[src/rtl/cmdlist_pkg.sv]
package cmdlist_pkg;

    typedef enum logic [2:0] {
        SEL_START  = 3'd0,
        SEL_END    = 3'd1,
        SEL_CUR    = 3'd2,
        SEL_STATUS = 3'd3,
        SEL_CLOCK  = 3'd4,
        SEL_TMEM   = 3'd5,
        SEL_PIPE   = 3'd6,
        SEL_CMD    = 3'd7
    } reg_sel_e;

    localparam int STATUS_W    = 11;
    localparam int NMODE       = 3;
    localparam int NBUSY       = 3;
    // status read positions
    localparam int ST_MODE_LSB = 0;   // xbus, freeze, flush
    localparam int ST_FREEZE   = 1;
    localparam int ST_BUSY_LSB = 4;   // tmem, pipe, cmd
    localparam int ST_QUEUED   = 10;
    // status write positions
    localparam int WR_CTR_LSB  = 6;   // counter clears tmem, pipe, cmd
    localparam int WR_CLK_CLR  = 9;

endpackage

[src/rtl/cmdlist_sat_ctr.sv]
module cmdlist_sat_ctr #(
    parameter int W = 24
) (
    input  logic         clk,
    input  logic         rst_n,
    input  logic         inc,
    input  logic         clr,
    output logic [W-1:0] count
);
    localparam logic [W-1:0] CMAX = '1;

    logic [W-1:0] cnt_d, cnt_q;

    always_comb begin
        cnt_d = cnt_q;
        if (clr) begin
            cnt_d = '0;
        end else if (inc && (cnt_q != CMAX)) begin
            cnt_d = cnt_q + 1'b1;
        end
    end

    always_ff @(posedge clk or negedge rst_n) begin
        if (!rst_n) begin
            cnt_q <= '0;
        end else begin
            cnt_q <= cnt_d;
        end
    end

    assign count = cnt_q;
endmodule

[src/rtl/cmdlist_mode_pairs.sv]
module cmdlist_mode_pairs #(
    parameter int N = 3
) (
    input  logic         en,
    input  logic [N-1:0] cur,
    input  logic [N-1:0] clr,
    input  logic [N-1:0] set,
    output logic [N-1:0] nxt
);
    for (genvar i = 0; i < N; i++) begin : g_pair
        always_comb begin
            nxt[i] = cur[i];
            if (en) begin
                if (clr[i]) begin
                    nxt[i] = 1'b0;
                end else if (set[i]) begin
                    nxt[i] = 1'b1;
                end
            end
        end
    end
endmodule

[src/rtl/cmdlist_ctrl.sv]
module cmdlist_ctrl
    import cmdlist_pkg::*;
#(
    parameter int DATA_W     = 32,
    parameter int ADDR_W     = 24,
    parameter int ALIGN_BITS = 3,
    parameter int CTR_W      = 24
) (
    input  logic                clk,
    input  logic                rst_n,
    input  logic                wr_en,
    input  logic [2:0]          wr_addr,
    input  logic [DATA_W-1:0]   wr_data,
    input  logic [2:0]          rd_addr,
    output logic [DATA_W-1:0]   rd_data,
    input  logic [NBUSY-1:0]    busy_in,
    output logic [STATUS_W-1:0] status_o,
    output logic                process_o
);
    localparam logic [DATA_W-1:0] ADDR_MASK =
        DATA_W'(((64'd1 << ADDR_W) - 64'd1) & ~((64'd1 << ALIGN_BITS) - 64'd1));

    typedef struct packed {
        logic [DATA_W-1:0] start_addr;
        logic [DATA_W-1:0] end_addr;
        logic [DATA_W-1:0] cur_addr;
        logic [NMODE-1:0]  mode;
        logic [NBUSY-1:0]  busy_flag;
        logic              queued;
        logic              process;
    } regs_t;

    regs_t r_d, r_q;

    logic wr_start, wr_end, wr_status;
    logic [NMODE-1:0] mode_clr, mode_set, mode_nxt;
    logic [NBUSY-1:0] busy_clr;
    logic             clock_clr;
    logic [NBUSY-1:0][CTR_W-1:0] busy_cnt;
    logic [CTR_W-1:0] clock_cnt;
    logic [STATUS_W-1:0] status_word;

    // write decode
    always_comb begin
        wr_start  = wr_en && (reg_sel_e'(wr_addr) == SEL_START);
        wr_end    = wr_en && (reg_sel_e'(wr_addr) == SEL_END);
        wr_status = wr_en && (reg_sel_e'(wr_addr) == SEL_STATUS);
        for (int i = 0; i < NMODE; i++) begin
            mode_clr[i] = wr_data[2*i];
            mode_set[i] = wr_data[2*i+1];
        end
        busy_clr  = wr_status ? wr_data[WR_CTR_LSB +: NBUSY] : '0;
        clock_clr = wr_status && wr_data[WR_CLK_CLR];
    end

    cmdlist_mode_pairs #(.N(NMODE)) u_modes (
        .en  (wr_status),
        .cur (r_q.mode),
        .clr (mode_clr),
        .set (mode_set),
        .nxt (mode_nxt)
    );

    // next-state
    always_comb begin
        r_d         = r_q;
        r_d.process = wr_end;
        r_d.mode    = mode_nxt;
        if (wr_start) begin
            if (!r_q.queued) begin
                r_d.start_addr = wr_data & ADDR_MASK;
            end
            r_d.queued = 1'b1;
        end
        if (wr_end) begin
            r_d.end_addr = wr_data & ADDR_MASK;
            if (r_q.queued) begin
                r_d.cur_addr = r_q.start_addr;
                r_d.queued   = 1'b0;
            end
        end
        for (int i = 0; i < NBUSY; i++) begin
            if (busy_clr[i]) begin
                r_d.busy_flag[i] = 1'b0;
            end else if (busy_in[i]) begin
                r_d.busy_flag[i] = 1'b1;
            end
        end
    end

    always_ff @(posedge clk or negedge rst_n) begin
        if (!rst_n) begin
            r_q <= '0;
        end else begin
            r_q <= r_d;
        end
    end

    // counters
    for (genvar i = 0; i < NBUSY; i++) begin : g_busy
        cmdlist_sat_ctr #(.W(CTR_W)) u_ctr (
            .clk   (clk),
            .rst_n (rst_n),
            .inc   (busy_in[i]),
            .clr   (busy_clr[i]),
            .count (busy_cnt[i])
        );
    end

    cmdlist_sat_ctr #(.W(CTR_W)) u_clock (
        .clk   (clk),
        .rst_n (rst_n),
        .inc   (!r_q.mode[ST_FREEZE]),
        .clr   (clock_clr),
        .count (clock_cnt)
    );

    // status and read path
    always_comb begin
        status_word = '0;
        status_word[ST_MODE_LSB +: NMODE] = r_q.mode;
        status_word[ST_BUSY_LSB +: NBUSY] = r_q.busy_flag;
        status_word[ST_QUEUED]            = r_q.queued;
    end

    always_comb begin
        unique case (reg_sel_e'(rd_addr))
            SEL_START:  rd_data = r_q.start_addr;
            SEL_END:    rd_data = r_q.end_addr;
            SEL_CUR:    rd_data = r_q.cur_addr;
            SEL_STATUS: rd_data = DATA_W'(status_word);
            SEL_CLOCK:  rd_data = DATA_W'(clock_cnt);
            SEL_TMEM:   rd_data = DATA_W'(busy_cnt[0]);
            SEL_PIPE:   rd_data = DATA_W'(busy_cnt[1]);
            SEL_CMD:    rd_data = DATA_W'(busy_cnt[2]);
            default:    rd_data = '0;
        endcase
    end

    assign status_o  = status_word;
    assign process_o = r_q.process;
endmodule

[config.mk]
export PLATFORM = sky130hd
export DESIGN_NAME = cmdlist_ctrl
export DESIGN_NICKNAME = d
export VERILOG_FILES = /design/src/rtl/cmdlist_pkg.sv /design/src/rtl/cmdlist_sat_ctr.sv /design/src/rtl/cmdlist_mode_pairs.sv /design/src/rtl/cmdlist_ctrl.sv
export SDC_FILE = /design/constraint.sdc
export NUM_CORES = 1
export LEC_CHECK = 0
export ABC_AREA = 1
export BUFFER_PORTS_ARGS = -buffer_cell sky130_fd_sc_hd__buf_2
export CAP_MARGIN = 20
export CORE_ASPECT_RATIO = 1.1
export CORE_UTILIZATION = 25
export DETAILED_ROUTE_END_ITERATION = 8
export GPL_TIMING_DRIVEN = 0
export SKIP_CTS_REPAIR_TIMING = 1
export SLEW_MARGIN = 25
export SYNTH_ARGS = -nofsm -noshare
export SYNTH_HDL_FRONTEND = slang
export SYNTH_SLANG_ARGS = --single-unit
[constraint.sdc]
create_clock -name clk -period 2.5 [get_ports clk]
set_clock_uncertainty 0.2 [all_clocks]
set_input_delay 0.125 -clock clk [delete_from_list [all_inputs] [get_ports clk]]
set_output_delay 0.125 -clock clk [all_outputs]
set_load 0.1 [all_outputs]
==> results of run 1 <==
[cell families (layout without fill, tap and decap cells)]
kind of cell	count (synthesis)	after routing	share of synthesized area [%]
AOI/OAI and AO/OA	179	179	9.51
buffers and inverters	239	370	10.2
DFF	167	167	39.9
xor gates and xnor gates	32	32	2.68
and+or+nand+nor	887	887	37.2
adders and majority gates	4	4	0.478
other	1	12	0.0358
[synth_stat cells (5+ instances only)]
| library cell | count |
|---|---|
| inv_1 | 164 |
| inv_2 | 10 |
| buf_4 | 19 |
| nor2_1 | 189 |
| xor2_1 | 24 |
| nand3b_1 | 11 |
| xnor2_1 | 8 |
| buf_2 | 10 |
| o22ai_1 | 24 |
| nor2_4 | 7 |
| nand4_1 | 33 |
| o21ai_0 | 78 |
| nor3_1 | 13 |
| nand3_1 | 150 |
| nand2_4 | 5 |
| nand2_1 | 450 |
| nand2_2 | 10 |
| o21ai_2 | 6 |
| a21oi_1 | 42 |
| o21ai_1 | 13 |
| dfrtp_1 | 167 |
| o2111ai_1 | 6 |
| nor2_2 | 8 |
| clkbuf_1 | 27 |
| buf_6 | 5 |
[final cells by class]
cell class                      count  area [µm²]  share of cell area, %
Buffer                             65         414                   3.31
Clock buffer                       17         425                   3.40
Clock inverter                     14         176                   1.41
Inverter                          174         653                   5.22
Multi-Input combinational cell   1114        5260                   42.0
Sequential cell                   167        4180                   33.4
Tap cell                          560         701                   5.60
Timing Repair Buffer              100         708                   5.66
[per-stage QoR]
step,total power (W),worst slack (ps)
after floorplan,0.00525,-448
after global placement,0.00576,-1710
after detailed placement,0.00583,60.3
after CTS,0.00863,55.1
after global routing,0.00909,5.62
final,0.00866,53.9
[report_power, final]
group | leakage (nW) | total [W] | internal (W) | switching (W)
registers | 2.14 | 0.00359 | 0.00317 | 0.000418
clock network | 0.295 | 0.00280 | 0.00152 | 0.00128
logic | 3.51 | 0.00227 | 0.000635 | 0.00164
total | 5.94 | 0.00866 | 0.00533 | 0.00333
[flip-flops by register name (all words and copies together) (netlist names)]
name	cells
status_o	7
process_o	1
g_busy.u_ctr.count	72
r_q	63
u_clock.count	24
[critical path: cells and delay by family]
kind | cells | cell delay [ps]
AOI/OAI and AO/OA | 1 | 120
buffers and inverters | 5 | 1250
and+or+nand+nor | 4 | 600
[per-layer routing]
layer | wire, µm | up-vias | GRT usage (%)
met5 | 27 | - | 0
met4 | 812 | 4 | 5.19
met3 | 2260 | 50 | 3.11
met2 | 15500 | 329 | 25.7
met1 | 15200 | 4916 | 21.2
li1 | - | 5058 | -
[layout by cell type (no fill, tap or decap), types with 24 or more instances in the layout]
cell and n:
a21oi_1 42, nand3_1 150, clkbuf_1 27, nand4_1 33, dlygate4sd3_1 32, nor2_1 189
buf_2 70, xor2_1 24, nand2_1 450, o22ai_1 24, o21ai_0 75, dfrtp_1 167
inv_1 164
[worst paths after layout]
check	from	end	slack (ps)	depth (start not counted)
worst max-delay path	rd_addr[0]	rd_data[7]	50	10
worst min-delay path	wr_addr[0]	r_q[45]	-30	5
worst max register to register	g_busy[1].u_ctr.count[0]	g_busy[1].u_ctr.count[19]	380	10
worst min register to register	r_q[80]	r_q[80]	290	2
max in group asynchronous	rst_n	u_clock.count[19]	1160	3
min in group asynchronous	rst_n	r_q[57]	30	2
==> summary.txt, run 1 <==
Outcome
  – Status: finished with violations
  – Failing checks: negative hold slack

Clock tree
  – Clock Sink Count: 167
  – Clock tree buffer depth: 2
  – # H-tree levels: 4
  – CTS tree: done
  – Reg clk slew, reported paths: roughly 70 ps
  – Root Buffer: clkbuf_16
  – CTS Buf Count: 17
  – Clk Latency, worst-skew pair: about 450 ps

Yosys
  – Register area share after synthesis: 39.9%
  – Mapped Cells: around 1500
  – Synth area leader: dfrtp_1
  – Post-Syn Area per Cell: a little under 7 µm²
  – Synth cell types: 38
  – Share of the synthesized area in the top cell type: around 40%
  – Post-Syn Area: roughly 0.010 mm²
  – Ranking of synthesized cells by area: dfrtp_1 (40%), nand2_1 (16%), nand3_1 (7.2%)
  – Seq cells post-synth: roughly 170
  – Asr flop ratio synth: 100%
  – Ys Warns: 0
  – Post-synth EDFFs: 0
  – Most used flip-flop cell after synthesis: dfrtp_1

Floorplanning
  – Core area: 0.0413 mm²
  – Initial Utilization: 25.3%
  – Die X-Extent: around 200 µm
  – Die height: approximately 220 µm
  – Die area: 0.0427 mm²
  – I/O Pins: 88
  – Placement Rows: slightly below 80

Critical path
  – CP peak stage delay: 490 ps
  – CP Capture Type: primary output
  – Worst EP required: approximately 2200 ps
  – Crit path DAT: 2120 ps
  – Critical path fanouts, max: 10
  – Slowest stage cell, crit path: buf_2
  – Crit path cell chain: buf_2 > inv_1 > nand3_1 > inv_1 > clkbuf_1 > nand2_1 > nand4_1 > nor2_1 > o21ai_0 > buf_2
  – Startpoint Class: input port
  – Setup CP Type: input port to primary output

Timing
  – Worst hold slack: -33.8 ps
  – RSZ-0062 raised after global routing: false
  – Tightest Pin Transition: 778 ps
  – Max Clock Freq: between 0.4 and 0.5 GHz
  – Final Hold Fails: 3
  – Pins over their slew limit: 0
  – Sum Neg Setup Slack: 0 ps
  – Max transition margin: between 40% and 50%
  – Fin crit share: roughly 100%
  – Tmin final: roughly 2400 ps
  – Final setup viols: 0

Min path
  – Worst min path class: input port to flip-flop

Detailed routing
  – Drt drc: 0
  – Drt pass-1 iters: 8
  – Vias/cell: about 4.7
  – DR vias: between 10000 and 15000
  – Iter 0 DRT Violations: 748
  – WL final: about 34 mm
  – Post-route ant nets: 0
  – WL per Instance: between 15 and 20 µm

Final layout
  – Synthesis-to-layout area growth: 19.7%
  – Fraction of layout cells with a size suffix above 1: between 10% and 20%
  – Final Cell Area: 0.0125 mm²
  – Finished Core Util: between 30% and 40%
  – # fillers: 4439
  – Final nets: 1687
  – N_diodes: 0
  – Non-filler instance count after layout: approximately 2200

Job
  – Max-cap violations: 0

Placed design
  – RePlAce Congestion: approximately 0.96
  – Post-Place Cells: about 2100
  – Port Buffers: 67
  – Area after DPL: approximately 0.012 mm²
  – Post-DP HPWL: 25.4 mm

Power
  – LEAKAGE: 5.94 nW
  – Maximum vdd drop: about 0.00043 V
  – Power Density: around 700 mW/mm²

Global route
  – Total gr overflow: 0
  – Largest net degree at the start of global routing: 88
  – Initial antenna violation count: 2
  – Total Routing Usage GR: between 15 and 20%
  – Vias in the first global route: around 9700
  – First-pass GRT wire length: approximately 53 mm
(Power assumes the default switching activity.)
==> run 2, diff against run 1 <==
- clock period: 2.5 -> 2.12 ns (I/O delays scaled with it)
==> run 2 against run 1 <==
The run now ends clean. Critical path depth shrank 5. Register-to-register slack worse by 270 ps. Worst hold slack gained 38 ps. Utilization up 1.1 points. Largest cell class unchanged. Clock power increased by 18%. First-iteration DRC count increased by 47%. Combinational power up 29%.
==> summary.txt, run 2 (synthesis results as in run 1) <==
Floorplanning
  – Die area: 0.0427 mm²
  – I/O Pins: just under 90
  – Die height: roughly 220 µm
  – Placement Rows: 78
  – Core area: between 0.04 and 0.05 mm²
  – Die X-Extent: roughly 200 µm
  – Initial Utilization: between 20% and 30%

Detailed routing
  – WL per Instance: between 15 and 20 µm
  – DR vias: around 11000
  – WL final: approximately 35 mm
  – Drt drc: 0
  – Drt pass-1 iters: 7
  – Vias/cell: 4.72
  – Iter 0 DRT Violations: 1103
  – Post-route ant nets: 0

Global route
  – Largest net degree at the start of global routing: between 70 and 80
  – First-pass GRT wire length: ~54 mm
  – Total gr overflow: 0
  – Initial antenna violation count: 0
  – Total Routing Usage GR: ~16%
  – Vias in the first global route: ~9600

Timing
  – Pins over their slew limit: 0
  – Final Hold Fails: 0
  – Tmin final: 2100 ps
  – Tightest Pin Transition: 855 ps
  – Fin crit share: a little over nine tenths
  – Final setup viols: 0
  – Max Clock Freq: between 0.4 and 0.5 GHz
  – Worst setup margin: between 20 and 25 ps
  – Max transition margin: a little over two fifths
  – RSZ-0062 raised after global routing: true

Placed design
  – RePlAce Congestion: ~0.95
  – Area after DPL: 0.0117 mm²
  – Post-DP HPWL: roughly 26 mm
  – Port Buffers: 67
  – Setup slack at placement: -311 ps

Critical path
  – Startpoint Class: flip-flop
  – Slowest stage cell, crit path: dfrtp_1
  – CP startpoint: g_busy[2].u_ctr.count[17]
  – Crit path cell chain: nand2_1 > nand4_1 > nor2_1 > o21ai_2 > buf_4
  – Setup CP Type: flip-flop to primary output
  – CP Capture Type: primary output
  – R2r endpoint: g_busy[1].u_ctr.count[21]
  – R2R depth: 10
  – Critical path fanouts, max: 7
  – Crit path DAT: 1790 ps
  – Worst setup endpoint: rd_data[17]
  – Worst EP required: approximately 1800 ps
  – CP peak stage delay: around 460 ps
  – R2R Path Start: g_busy[1].u_ctr.count[0]
  – R2r setup slk: between 100 and 150 ps

Final layout
  – Synthesis-to-layout area growth: 23.9%
  – Most common cell after layout, fill and taps aside: nand2_1
  – Most frequent cells in the layout: nand2_1 (447), nor2_1 (189), inv_1 (162), dfrtp_1 (149), nand3_1 (148)
  – Final Cell Area: roughly 0.013 mm²
  – Final nets: 1700
  – # fillers: about 4500
  – Max FFs per register: 72
  – N_diodes: 0
  – Fraction of layout cells with a size suffix above 1: 15.4%

Clock tree
  – Reg clk slew, reported paths: 80 ps
  – Clock tree buffer depth: 2
  – Clock Sink Count: approximately 170
  – CTS tree: done
  – CTS Buf Count: 17
  – Clk Latency, worst-skew pair: 450 ps
  – # H-tree levels: 4
  – Root Buffer: clkbuf_16

Power
  – Tot Pwr: roughly 0.010 W
  – Power Density: between 800 and 900 mW/mm²
  – Maximum vdd drop: ~0.00057 V
  – LEAKAGE: slightly above 6 nW

Outcome
  – Status: finished, final reports clean

Min path
  – Worst min path class: input port to async pin

Job
  – Max-cap violations: 0
-- run 2: metal layers --
| metal | vias to the layer above | share of wire [%] | track usage [%] |
|---|---|---|---|
| met3 | 35 | 7.7 | 3.07 |
| li1 | 5108 | - | - |
| met5 | - | 0 | 0 |
| met1 | 4965 | 45 | 22.7 |
| met2 | 403 | 46 | 26.2 |
| met4 | 0 | 1.5 | 4.13 |
-- run 2: power by group --
| part | internal, W | switching [W] |
|---|---|---|
| combinational | 0.000909 | 0.00203 |
| clock | 0.00179 | 0.00152 |
| sequential | 0.00375 | 0.000486 |
-- run 2: metrics by stage --
stage	utilization (%)	std cells	TNS [ps]	hold slack, ps
floorplan	-	1520	-1290	-390
global placement	28.1	2147	-349080	83.7
detailed placement	28.2	2149	-3830	-196
CTS	29.7	2181	-4260	-676
global route	31.4	2225	-38.4	24.7
finish	31.4	2225	0	4.42
-- run 2: layout make-up --
class,count,area [µm²],area share [%]
Clock inverter,15,183,1.41
Multi-Input combinational cell,1115,5390,41.6
Sequential cell,167,4200,32.4
Buffer,65,419,3.23
Inverter,174,658,5.08
Clock buffer,17,425,3.28
Timing Repair Buffer,112,978,7.55
Tap cell,560,701,5.41
-- run 2: how the worst min path moves through the flow --
stage	endpoint	slack (ps)
2_1_floorplan	g_busy[0].u_ctr.count[0]	-390
3_3_place_gp	status_o[0]	80
3_5_place_dp	g_busy[0].u_ctr.count[22]	-200
4_1_cts	g_busy[0].u_ctr.count[22]	-680
5_1_grt	g_busy[0].u_ctr.count[22]	20
6_report	g_busy[0].u_ctr.count[22]	4
-- run 2: worst max-delay path: cells and delay by family (launching register included) --
family | cells | cell delay [ps]
flops | 1 | 460
compound gates | 1 | 70
buf+inv | 1 | 260
simple gates | 3 | 560
